[src/rtl/rf_pkg.sv]
package rf_pkg;

   typedef enum logic [1:0] {
      CELL_STORE = 2'd0,
      CELL_ZERO  = 2'd1,
      CELL_ONE   = 2'd2
   } cell_kind_e;

   // Number of low indices that hold constants instead of storage.
   localparam int CONST_CELLS = 2;

   function automatic cell_kind_e kind_of(input int idx);
      if (idx == 0)      return CELL_ZERO;
      else if (idx == 1) return CELL_ONE;
      else               return CELL_STORE;
   endfunction

endpackage

[src/rtl/rf_word.sv]
module rf_word #(
   parameter int DATA_W = 16
) (
   input  logic              clk,
   input  logic              clear_n,
   input  logic              we,
   input  logic [DATA_W-1:0] d,
   output logic [DATA_W-1:0] q
);

   always_ff @(posedge clk or negedge clear_n) begin
      if (!clear_n)  q <= '0;
      else if (we)   q <= d;
   end

endmodule

[src/rtl/rf_wr_decode.sv]
module rf_wr_decode #(
   parameter int DEPTH  = 16,
   parameter int ADDR_W = 4,
   parameter int FIRST  = 2
) (
   input  logic              load,
   input  logic [ADDR_W-1:0] addr,
   output logic [DEPTH-1:FIRST] we
);

   for (genvar i = FIRST; i < DEPTH; i++) begin : g_dec
      assign we[i] = load && (addr == ADDR_W'(i));
   end

endmodule

[src/rtl/rf_rd_mux.sv]
module rf_rd_mux #(
   parameter int DATA_W = 16,
   parameter int DEPTH  = 16,
   parameter int ADDR_W = 4
) (
   input  logic [DEPTH*DATA_W-1:0] words,
   input  logic [ADDR_W-1:0]       sel,
   output logic [DATA_W-1:0]       data
);

   always_comb begin
      data = '0;
      for (int i = 0; i < DEPTH; i++) begin
         if (sel == ADDR_W'(i)) data = words[i*DATA_W +: DATA_W];
      end
   end

endmodule

[src/rtl/rf_dual_read.sv]
module rf_dual_read #(
   parameter  int DATA_W = 16,
   parameter  int DEPTH  = 16,
   localparam int ADDR_W = $clog2(DEPTH)
) (
   input  logic              clk,
   input  logic              clear_n,
   input  logic              load,
   input  logic [ADDR_W-1:0] wr_addr,
   input  logic [DATA_W-1:0] wr_data,
   input  logic [ADDR_W-1:0] rd_a_sel,
   input  logic [ADDR_W-1:0] rd_b_sel,
   output logic [DATA_W-1:0] rd_a_data,
   output logic [DATA_W-1:0] rd_b_data
);
   import rf_pkg::*;

   localparam int FIRST = CONST_CELLS;
   localparam int FLAT_W = DEPTH * DATA_W;

   if (DEPTH <= FIRST) begin : g_bad_depth
      $error("rf_dual_read: DEPTH must exceed the constant entries");
   end
   if (DATA_W < 1) begin : g_bad_width
      $error("rf_dual_read: DATA_W must be at least 1");
   end

   logic [DEPTH-1:FIRST] we;
   logic [FLAT_W-1:0]    words;

   rf_wr_decode #(
      .DEPTH  (DEPTH),
      .ADDR_W (ADDR_W),
      .FIRST  (FIRST)
   ) u_dec (
      .load (load),
      .addr (wr_addr),
      .we   (we)
   );

   for (genvar i = 0; i < DEPTH; i++) begin : g_cell
      localparam cell_kind_e KIND = kind_of(i);
      if (KIND == CELL_STORE) begin : g_store
         rf_word #(.DATA_W(DATA_W)) u_word (
            .clk     (clk),
            .clear_n (clear_n),
            .we      (we[i]),
            .d       (wr_data),
            .q       (words[i*DATA_W +: DATA_W])
         );
      end else if (KIND == CELL_ONE) begin : g_one
         assign words[i*DATA_W +: DATA_W] = DATA_W'(1);
      end else begin : g_zero
         assign words[i*DATA_W +: DATA_W] = '0;
      end
   end

   rf_rd_mux #(.DATA_W(DATA_W), .DEPTH(DEPTH), .ADDR_W(ADDR_W)) u_rd_a (
      .words (words),
      .sel   (rd_a_sel),
      .data  (rd_a_data)
   );

   rf_rd_mux #(.DATA_W(DATA_W), .DEPTH(DEPTH), .ADDR_W(ADDR_W)) u_rd_b (
      .words (words),
      .sel   (rd_b_sel),
      .data  (rd_b_data)
   );

endmodule

[config.mk]
export PLATFORM = sky130hd
export DESIGN_NAME = rf_dual_read
export DESIGN_NICKNAME = d
export VERILOG_FILES = /design/src/rtl/rf_pkg.sv /design/src/rtl/rf_word.sv /design/src/rtl/rf_wr_decode.sv /design/src/rtl/rf_rd_mux.sv /design/src/rtl/rf_dual_read.sv
export SDC_FILE = /design/constraint.sdc
export NUM_CORES = 1
export LEC_CHECK = 0
export BUFFER_PORTS_ARGS = -buffer_cell sky130_fd_sc_hd__clkbuf_2
export CORE_ASPECT_RATIO = 0.75
export CORE_UTILIZATION = 45
export CTS_CLUSTER_SIZE = 25
export DETAILED_ROUTE_END_ITERATION = 6
export PLACE_DENSITY = 0.63
export SLEW_MARGIN = 5
export SYNTH_ARGS = -nofsm -noshare
export SYNTH_HDL_FRONTEND = slang
export SYNTH_SLANG_ARGS = --single-unit
[constraint.sdc]
create_clock -name clk -period 3.8 [get_ports clk]
set_clock_uncertainty 0.05 [all_clocks]
set_input_delay 0.19 -clock clk [delete_from_list [all_inputs] [get_ports clk]]
set_output_delay 0.19 -clock clk [all_outputs]
set_load 0.01 [all_outputs]
==> Word-level counts from Yosys, hierarchy flattened <==
Cells that the tools add are included.
{ "word_totals": {"ramBits": 0, "n_memories": 0, "in_bits": 31, "latchBits": 0, "mem_bits_ro": 0, "register_bits": 224, "output_inout_bits": 32, "wordCells": 102} }
{ "classes": {"n_shift": 0, "n_eq_ne": 44, "muxes": 30, "n_div": 0, "mul": 0, "add_sub_neg": 0, "n_reduce_logical": 14, "bitwise": 0, "magnitude_cmp": 0} }
{ "op_table": {"columns": ["cell", "count"], "rows": [
  ["2-to-1 mux 16 bit", 28],
  ["== test 4 bit, second input constant", 24],
  ["== test 4 x 3 -> 1 bit, second input constant", 12],
  ["== test 4 x 2 -> 1 bit, second input constant", 6],
  ["logical AND 1 bit", 14],
  ["== test 4 x 1 -> 1 bit, second input constant", 2],
  ["2-to-1 mux 1 bit", 2]
]} }

==> Longest topological paths before layout <==
Gate-level depths: netlist (run 1).
{ "depth": {"ltp_word": 16, "depth_mapped": 9, "mapped_depth_nobuf": 5} }

==> Cells and area by module <==
Synthesis (run 1) repeated with hierarchy kept, for this count alone.
{ "hier_totals": {"cells_unflattened": 1207, "hier_area_um2": 14385.0} }
{ "modules_own_cells": {"columns": ["module", "area_each_um2", "cells_each", "seq_area_each_um2", "n_inst"], "rows": [
  ["rf_word", 649.4, 34, 400.4, 14],
  ["rf_rd_mux", 2592.5, 354, 0.0, 2],
  ["rf_wr_decode", 101.3, 21, 0.0, 1],
  ["rf_dual_read", 7.5, 2, 0.0, 1]
]} }

==> Worst setup path before layout (run 1) <==
Ideal clock, no wire load.
{ "synth_path": {"kind": "input to output", "start": "in rd_a_sel[1]", "end": "out rd_a_data[11]", "path_buffers": 2, "path_stages": 7, "t_arrival_ns": 1.552, "required_ns": 3.560, "path_slack_ns": 2.008, "path_cell_list": "buf_2 nor2b_1 buf_2 a21oi_1 o22ai_1 or4_1 a31oi_1"} }
{ "synth_via": {"elab_chain_cells": 15, "elab_cells_between_ends": 28, "cone_classes": "14 x eq/ne; 14 x mux"} }
{ "synth_lines": {"columns": ["item", "line_no", "text"], "rows": [
  ["start, declared", "rf_dual_read.sv:11", "input logic [ADDR_W-1:0] rd_a_sel,"],
  ["== test 4 x 2 -> 1 bit", "rf_rd_mux.sv:14", "if (sel == ADDR_W'(i)) data = words[i*DATA_W +: DATA_W];"],
  ["2-to-1 mux 16 bit (13 in series)", "rf_rd_mux.sv:14", null],
  ["2-to-1 mux 16 bit (*)", "rf_rd_mux.sv:14", null],
  ["end, declared", "rf_dual_read.sv:13", "output logic [DATA_W-1:0] rd_a_data,"]
]} }
Mark *: on every way between the ends. The rest lies on a longest branch, timed or not.

==> Worst setup path after layout (run 1) <==
{ "layout_path": {"start": "in rd_b_sel[3]", "end": "out rd_b_data[2]"} }
{ "layout_via": {"elab_chain_cells": 15, "elab_cells_between_ends": 28, "cone_classes": "14 x eq/ne; 14 x mux"} }
{ "layout_lines": {"columns": ["item", "line_no", "text"], "rows": [
  ["start, declared", "rf_dual_read.sv:12", "input logic [ADDR_W-1:0] rd_b_sel,"],
  ["== test 4 x 2 -> 1 bit", "rf_rd_mux.sv:14", null],
  ["2-to-1 mux 16 bit (13 in series)", "rf_rd_mux.sv:14", null],
  ["2-to-1 mux 16 bit (*)", "rf_rd_mux.sv:14", null],
  ["end, declared", "rf_dual_read.sv:14", "output logic [DATA_W-1:0] rd_b_data"]
]} }
Marked as above.

==> results of run 1 <==
-- cells in the final DEF, fill, tap and decap left out, types with 15 or more instances in the layout --
master and count:
a21oi_1 61, mux2i_1 47, nand2b_1 17, clkbuf_16 25
clkbuf_2 57, nor2_1 62, a31oi_1 19, mux2_2 236
a22oi_1 23, nand3_1 19, nand2_1 47, a221oi_1 15
o22ai_1 20, o21ai_0 76, dfrtp_1 224, buf_4 44
-- logic make-up after synthesis --
family,count (synthesis),synth area share
buffers and inverters,127,0.0470
DFF,224,0.421
muxes,314,0.274
and+or+nand+nor,231,0.0951
AOI/OAI and AO/OA,322,0.163
-- stage by stage --
stage / instance area [um^2] / util
floorplan: 13300 / -
global route: 14800 / 0.508
CTS: 14800 / 0.508
global placement: 13900 / 0.480
detailed placement: 13900 / 0.480
finish: 14800 / 0.508
-- report_power, final --
part	internal [mW]	switching, mW
registers	2.95	0.498
logic	0.908	0.858
clock network	1.45	1.01
-- final timing paths --
check                           slack [ps]                           start                             end  cells after the start
worst max-delay path                   960                     rd_b_sel[3]                    rd_b_data[2]                      7
worst min-delay path                    60                     wr_data[15]  g_cell[9].g_store.u_word.q[15]                      3
worst max register to register        2870  g_cell[8].g_store.u_word.q[11]  g_cell[8].g_store.u_word.q[11]                      1
worst min register to register         470  g_cell[11].g_store.u_word.q[5]  g_cell[11].g_store.u_word.q[5]                      1
max in group asynchronous             2370                         clear_n   g_cell[9].g_store.u_word.q[2]                      3
min in group asynchronous              280                         clear_n   g_cell[2].g_store.u_word.q[7]                      2
-- layout make-up --
type | count | area (um^2) | area share
clock buffers | 34 | 719 | 0.0487
well taps | 392 | 490 | 0.0332
repair buffers | 107 | 706 | 0.0478
clock inverters | 9 | 101 | 0.00686
inverters | 15 | 56.3 | 0.00381
flip-flops and latches | 224 | 5610 | 0.379
multi-input cells | 867 | 7090 | 0.480
-- layer usage --
layer	up-vias	global-route usage	part of all wire
met5	-	0	0.00019
met4	2	0.112	0.037
met3	114	0.0990	0.12
met2	689	0.440	0.40
met1	5535	0.460	0.44
li1	4654	-	-
-- worst min-delay path, stage by stage --
cell	delay [ps]
clkbuf_2	230
nand2_1	100
o21ai_0	80
-- repair_timing --
item	4_1_cts	5_1_grt
gates resized for setup	0	0
hold buffers	1	0
endpoints found under the hold margin	113	0
==> flow_summary.json, run 1 <==
{
  "boundaryPins": 63,
  "hpwl_um": 31200,
  "setup_viol": 0,
  "regMostFlops": "g_cell.g_store.u_word.q",
  "synth.area.top_cells": "dfrtp_1, mux2_2, mux2i_1",
  "hold_ws_ps": 61.1,
  "largestRegisters": "g_cell.g_store.u_word.q: 224 flops",
  "drive_gt1_frac": 0.338,
  "area.growth.synth_to_final_pct": 11.0,
  "drv_cap": 0,
  "fp.dieW_um": 201,
  "synthArstFlopShare": 1.00,
  "port-buffer-count": 62,
  "crit_fanout": 17,
  "placedCellCount": 1604,
  "fmax_ghz": 0.352,
  "cts_tree": "yes",
  "start_util": 0.458,
  "ant_nets": 0,
  "grt_pass1_wl_um": 71200,
  "overflow": 0,
  "wl_per_cell_um": 28.6,
  "status": "finished, final reports clean",
  "hp-class": "input port to flop",
  "period_minus_slack_ps": 2840,
  "cp_common_cell": "clkbuf_2",
  "drtPass1Iterations": 6,
  "synthTopCellsByCount": "mux2_2, dfrtp_1, o21ai_0, nor2_1, a21oi_1",
  "die_height_um": 151,
  "cts.sinks": 224,
  "ys_ff_latch": 224,
  "largest_reg_flops": 224,
  "cp_cell_sequence": "clkbuf_2, nor4bb_1, a31oi_1, a32oi_1, nor2_1, o221ai_1, clkbuf_2",
  "grt_pass1_vias": 10579,
  "start_kind": "input port",
  "viasPerCell": 6.67,
  "drc": 0,
  "die_area_um2": 30300,
  "synth-edff-count": 0,
  "drv_slew": 0,
  "synth_area_um2": 13300,
  "syn-instance-count": 1218,
  "yosysTopAreaCell": "dfrtp_1",
  "cts_setup_buffers": 0,
  "synth-seq-area-share": 0.421,
  "cp_slowest_cell": "nor4bb_1",
  "vias": 10994,
  "antenna_found_initial": 1,
  "tns_ps": 0,
  "fin_nets": 1270,
  "clock-root-buffer": "clkbuf_16",
  "fin_total_pwr_mw": 7.67,
  "critPathCaptureType": "output pin",
  "max_slew_margin": 0.149,
  "critical_path_arrival_ps": 2600,
  "antenna-diode-count": 0,
  "fillers": 2632,
  "required_ps": 3560,
  "syn-num-nets": 1249,
  "clk_pin_slew_ps": 70,
  "cpPeakStageDelay_ps": 930,
  "row_count": 54,
  "grt_util_all_layers": 0.317,
  "synth-warning-count": 0,
  "clk-insertion-delay-late_ps": 530,
  "ctsHtreeMaxLevel": 1,
  "path_class": "input port to output pin",
  "finalWirelength_um": 47200,
  "synth.top_cell.area_share": 0.421,
  "critical_path.top_delay_family": "simple AND/OR/NAND/NOR gates",
  "synth_flop_cell": "dfrtp_1",
  "fin_ws_ps": 961,
  "p_per_area_nw_per_um2": 519,
  "irDropWorstVdd_mv": 0.328,
  "yosysUniqueCellTypes": 70,
  "place_congestion": 0.945,
  "synth.most_common_cell": "mux2_2",
  "dr.first_iter.drc_count": 1366,
  "hold_viol": 0,
  "core_um2": 29100,
  "cts_buffers": 24,
  "cts_buffer_depth": 3,
  "critPathBufInv": 2,
  "rsz0062_at_grt": "no",
  "cellLeakagePower_nw": 6.25,
  "synth.avg_cell_area_um2": 10.9,
  "grt_max_degree": 118,
  "place_ws_ps": 1070,
  "stdcell_count": 1648,
  "worst_slew_pin_slew_ps": 1280,
  "period_share": 0.747
}
Power figures use the tool's default switching activity.
==> run 2, diff against run 1 <==
- PLACE_DENSITY: 0.63 -> 0.66
- clock period: 3.8 -> 2.6 ns (I/O delays scaled with it)
==> run 2 against run 1 <==
Utilization rose by 1.7 points. Worst hold slack lost 21 ps. Clock power rose by 57%. Global-route usage up 0.27 points. Register-to-register slack lost 1200 ps. Sequential power up 47%. Wire length rose by 1.0%. Sequential cell count is the same. Sequential share of layout area fell by 1.2 points. Count of clock-buffer cells in the layout shrank 2. Critical path depth is the same. First-iteration DRC count grew 9.2%. Critical endpoint is now rd_a_data[6]. Largest cell class unchanged.
==> flow_summary.json, run 2 (synthesis gave the netlist of run 1 again) <==
{
  "status": "finished, final reports clean",
  "start_kind": "input port",
  "largest_reg_flops": 224,
  "setup_viol": 0,
  "antenna-diode-count": 0,
  "worst_slew_pin_slew_ps": 690,
  "reg2reg_to": "g_cell[12].g_store.u_word.q[11]",
  "boundaryPins": 63,
  "period_minus_slack_ps": 2530,
  "swShare": 0.304,
  "grt_pass1_vias": 10852,
  "row_count": 54,
  "hpwl_um": 32400,
  "hold_viol": 0,
  "irDropWorstVdd_mv": 0.550,
  "most-common-layout-cells": "mux2_2, dfrtp_1, buf_4, o21ai_0, nor2_1",
  "critPathCaptureType": "output pin",
  "grt_util_all_layers": 0.319,
  "overflow": 0,
  "fin_total_pwr_mw": 11.5,
  "p_seq_frac": 0.437,
  "place_congestion": 1.00,
  "fmax_ghz": 0.395,
  "area.growth.synth_to_final_pct": 14.7,
  "largestRegisters": "g_cell.g_store.u_word.q: 224 flops",
  "mostFrequentLayoutCell": "mux2_2",
  "die_area_um2": 30300,
  "drv_cap": 0,
  "clock-root-buffer": "clkbuf_16",
  "whs_endpoint": "g_cell[14].g_store.u_word.q[2]",
  "reg2reg_slack_ps": 1670,
  "fin_ws_ps": 65.4,
  "clk_pin_slew_ps": 60,
  "drive_gt1_frac": 0.358,
  "met1_length_um": 20900,
  "die_height_um": 151,
  "cts_tree": "yes",
  "finalWirelength_um": 47700,
  "core_um2": 29100,
  "fp.dieW_um": 201,
  "path_class": "input port to output pin",
  "antenna_found_initial": 1,
  "utilization": 0.525,
  "clk-insertion-delay-late_ps": 530,
  "wl_per_cell_um": 28.0,
  "rr_startpoint": "g_cell[12].g_store.u_word.q[11]",
  "grt_max_degree": 72,
  "drc": 0,
  "start_util": 0.458,
  "vias": 11292,
  "ctsHtreeMaxLevel": 1,
  "period_share": 0.975,
  "cts.sinks": 224,
  "required_ps": 2420,
  "wl_met3_um": 5560,
  "tns_ps": 0,
  "fin_nets": 1324,
  "crit_fanout": 25,
  "ant_nets": 0,
  "cts_buffers": 25,
  "place_ws_ps": 206,
  "p_sw_mw": 3.51,
  "cellLeakagePower_nw": 6.53,
  "grt_pass1_wl_um": 71800,
  "cts_buffer_depth": 3,
  "p_per_area_nw_per_um2": 756,
  "hold_ws_ps": 39.7,
  "port-buffer-count": 62,
  "pwr-share-clk": 0.334,
  "p_comb_frac": 0.229,
  "hp-class": "input port to flop",
  "top_layer_used": "met5",
  "viasPerCell": 6.64,
  "min-delay-start": "wr_data[2]",
  "r2r_cells": 1,
  "dr.first_iter.drc_count": 1492,
  "regMostFlops": "g_cell.g_store.u_word.q",
  "drtPass1Iterations": 6,
  "min_path_cells": 2,
  "max_slew_margin": 0.538,
  "drv_slew": 0,
  "dr_wl_met2_um": 19600,
  "rsz0062_at_grt": "no",
  "critical_path_arrival_ps": 2350,
  "p_int_mw": 8.03
}
-- run 2: how the worst max path moves through the flow --
stage | startpoint | to | cells after the start
after global placement | rd_a_sel[2] | rd_a_data[7] | 8
after global routing | rd_a_sel[2] | rd_a_data[6] | 7
after CTS | g_cell[2].g_store.u_word.q[3] | rd_b_data[3] | 6
after floorplan | rd_a_sel[1] | rd_a_data[11] | 7
after detailed placement | rd_a_sel[2] | rd_a_data[7] | 8
final | rd_a_sel[2] | rd_a_data[6] | 7
-- run 2: power by group through the flow --
stage | clock, mW | sequential, mW | combinational (mW)
5_1_grt | 4.02 | 5.15 | 2.84
6_report | 3.85 | 5.05 | 2.64
3_3_place_gp | 0 | 5.04 | 2.51
2_1_floorplan | 0 | 4.78 | 1.87
4_1_cts | 3.89 | 5.02 | 2.60
3_5_place_dp | 0 | 5.07 | 2.57
-- run 2: routing by layer --
layer	up-vias	track usage
met1	5645	0.471
met2	768	0.457
met5	-	0
met4	2	0.108
li1	4761	-
met3	116	0.0747
-- run 2: final cells by class --
| cell class | count | area [um^2] |
|---|---|---|
| Tap cell | 392 | 490 |
| Clock buffer | 32 | 682 |
| Multi-Input combinational cell | 867 | 7100 |
| Sequential cell | 224 | 5610 |
| Clock inverter | 11 | 194 |
| Fill cell | 2592 | 13800 |
| Inverter | 15 | 56.3 |
| Timing Repair Buffer | 160 | 1140 |
-- run 2: worst max-delay path, stage by stage --
cell      delay [ps]
clkbuf_2         410
buf_4            260
inv_2             70
nor2_1           530
o221ai_1         290
a32oi_1          430
clkbuf_2         210
-- run 2: stage by stage --
| stage | instances | instance area [um^2] |
|---|---|---|
| finish | 1701 | 15300 |
| global route | 1701 | 15300 |
| CTS | 1701 | 15300 |
| detailed placement | 1649 | 14300 |
| global placement | 1649 | 14300 |
| floorplan | 1218 | 13300 |
-- run 2: what timing repair did --
action                                  in CTS  in global routing
gates resized for setup                      0                  1
setup buffers                                0                  0
hold buffers                                 9                  0
endpoints found under the hold margin      176                  0
endpoints found under the setup margin       0                  1
==> run 3, diff against run 2 <==
- CORE_UTILIZATION: 45 -> 50
- MAX_ROUTING_LAYER: unset -> met4
- PLACE_DENSITY: 0.66 -> 0.72
==> run 3 against run 2 <==
Worst setup slack got worse by 50 ps. Largest cell class unchanged. Sequential power increased by 1%. Combinational power increased by 2%. Non-clock buffer count increased by 3. Critical path depth decreased by 2. Clock power decreased by 4%. Worst hold slack improved by 2.2 ps.
==> flow_summary.json, run 3 (synthesis gave the netlist of run 1 again) <==
{
  "status": "finished, final reports clean",
  "p_per_area_nw_per_um2": 754,
  "clock-root-buffer": "clkbuf_16",
  "fp.dieW_um": 190,
  "mostFrequentLayoutCell": "mux2_2",
  "grt_pass1_vias": 11013,
  "reg2reg_to": "g_cell[4].g_store.u_word.q[5]",
  "required_ps": 2420,
  "grt_util_all_layers": 0.373,
  "drive_gt1_frac": 0.358,
  "overflow": 0,
  "period_share": 0.994,
  "regArea_um2": 5610,
  "most-common-layout-cells": "mux2_2, dfrtp_1, buf_4, o21ai_0, nor2_1",
  "hpwl_um": 32700,
  "tns_ps": 0,
  "critPathCaptureType": "output pin",
  "clk_pin_slew_ps": 70,
  "rsz0062_at_grt": "no",
  "min-delay-start": "wr_data[3]",
  "largest_reg_flops": 224,
  "clk-insertion-delay-late_ps": 530,
  "setup_viol": 0,
  "cts_buffers": 24,
  "cpPeakStageDelay_ps": 510,
  "vias": 11509,
  "boundaryPins": 63,
  "crit_fanout": 3,
  "drv_cap": 0,
  "ant_nets": 0,
  "cp-endpoint": "rd_a_data[5]",
  "hold_ws_ps": 41.9,
  "hp-class": "input port to flop",
  "period_minus_slack_ps": 2580,
  "grt_max_degree": 71,
  "wl_per_cell_um": 29.3,
  "cp_slowest_cell": "dfrtp_1",
  "row_count": 51,
  "multi_input_area_um2": 7100,
  "finalWirelength_um": 48500,
  "cts_setup_buffers": 0,
  "drtPass1Iterations": 6,
  "start_util": 0.511,
  "irDropWorstVdd_mv": 0.539,
  "cts_buffer_depth": 3,
  "dr.first_iter.drc_count": 1483,
  "hold_viol": 0,
  "fillers": 2198,
  "utilization": 0.585,
  "grt_pass1_wl_um": 72900,
  "largestRegisters": "g_cell.g_store.u_word.q: 224 flops",
  "reg2reg_slack_ps": 1650,
  "viasPerCell": 6.96,
  "cp_cell_sequence": "a22oi_1, o2111ai_1, o311ai_0, a22oi_1, clkbuf_2",
  "place_congestion": 1.06,
  "start_kind": "flop",
  "die_area_um2": 27300,
  "r2r_cells": 1,
  "cts_tree": "yes",
  "critPathLaunch": "g_cell[4].g_store.u_word.q[5]",
  "core_um2": 26000,
  "cellLeakagePower_nw": 6.54,
  "drv_slew": 0,
  "area.growth.synth_to_final_pct": 14.5,
  "cp_common_cell": "a22oi_1",
  "max_slew_margin": 0.485,
  "die_height_um": 143,
  "ctsHtreeMaxLevel": 1,
  "drc": 0,
  "antenna_found_initial": 0,
  "cts.sinks": 224,
  "path_class": "flop to output pin",
  "fmax_ghz": 0.387,
  "fin_nets": 1326,
  "worst_slew_pin_slew_ps": 771,
  "regMostFlops": "g_cell.g_store.u_word.q",
  "fin_ws_ps": 15.1,
  "place_ws_ps": 175,
  "port-buffer-count": 62,
  "fin_total_pwr_mw": 11.5,
  "antenna-diode-count": 0,
  "critical_path_arrival_ps": 2400,
  "rr_startpoint": "g_cell[4].g_store.u_word.q[5]"
}
==> run 3: cell count changes in the layout (fill, tap and decap cells not counted), sizes merged <==
cell / before / now
inv: 16 / 14
clkinvlp: 0 / 1
bufinv: 5 / 4
buf: 94 / 97
clkbuf: 89 / 90
clkinv: 5 / 4
==> run 3: report_power, final <==
group / internal (mW) / leakage [nW] / switching, mW
Sequential: 4.30 / 2.74 / 0.798
Clock: 2.21 / 0.402 / 1.51
Combinational: 1.39 / 3.39 / 1.29
Total: 7.90 / 6.54 / 3.59
==> run 3: repair_timing <==
item                                    CTS  global route
endpoints found under the setup margin    0             1
hold buffers                              9             0
endpoints found under the hold margin   194             0
resized for setup                         0             1
==> run 3: worst min path at each step <==
stage | to | depth (start not counted)
floorplan | g_cell[10].g_store.u_word.q[0] | 0
global placement | g_cell[7].g_store.u_word.q[6] | 1
detailed placement | g_cell[7].g_store.u_word.q[6] | 1
CTS | g_cell[8].g_store.u_word.q[3] | 2
global route | g_cell[3].g_store.u_word.q[3] | 2
finish | g_cell[8].g_store.u_word.q[3] | 2
==> run 3: worst max-delay path, delay by kind of cell (launching register included) <==
family | cells | cell delay (ps)
AO/OA/AOI/OAI | 4 | 1160
buffers and inverters | 1 | 200
flip-flops | 1 | 510
==> run 3: through the flow <==
step,std cells,instance area (um^2)
after floorplan,1218,13300
after global placement,1604,14300
after detailed placement,1604,14300
after CTS,1654,15200
after global routing,1654,15200
final,1654,15200
==> run 3: layout make-up <==
class | count | area share
inverters | 15 | 0.00369
well taps | 344 | 0.0282
repair buffers | 163 | 0.0800
flip-flops and latches | 224 | 0.368
clock inverters | 8 | 0.0101
clock buffers | 33 | 0.0443
multi-input cells | 867 | 0.466
==> run 3: per-layer routing <==
layer | share of wire | global-route usage | up-vias | routed length, um
met1 | 0.43 | 0.533 | 5730 | 20700
met2 | 0.40 | 0.497 | 852 | 19300
li1 | - | - | 4779 | -
met5 | 0 | - | - | 0
met3 | 0.13 | 0.115 | 148 | 6450
met4 | 0.040 | 0.126 | 0 | 1940
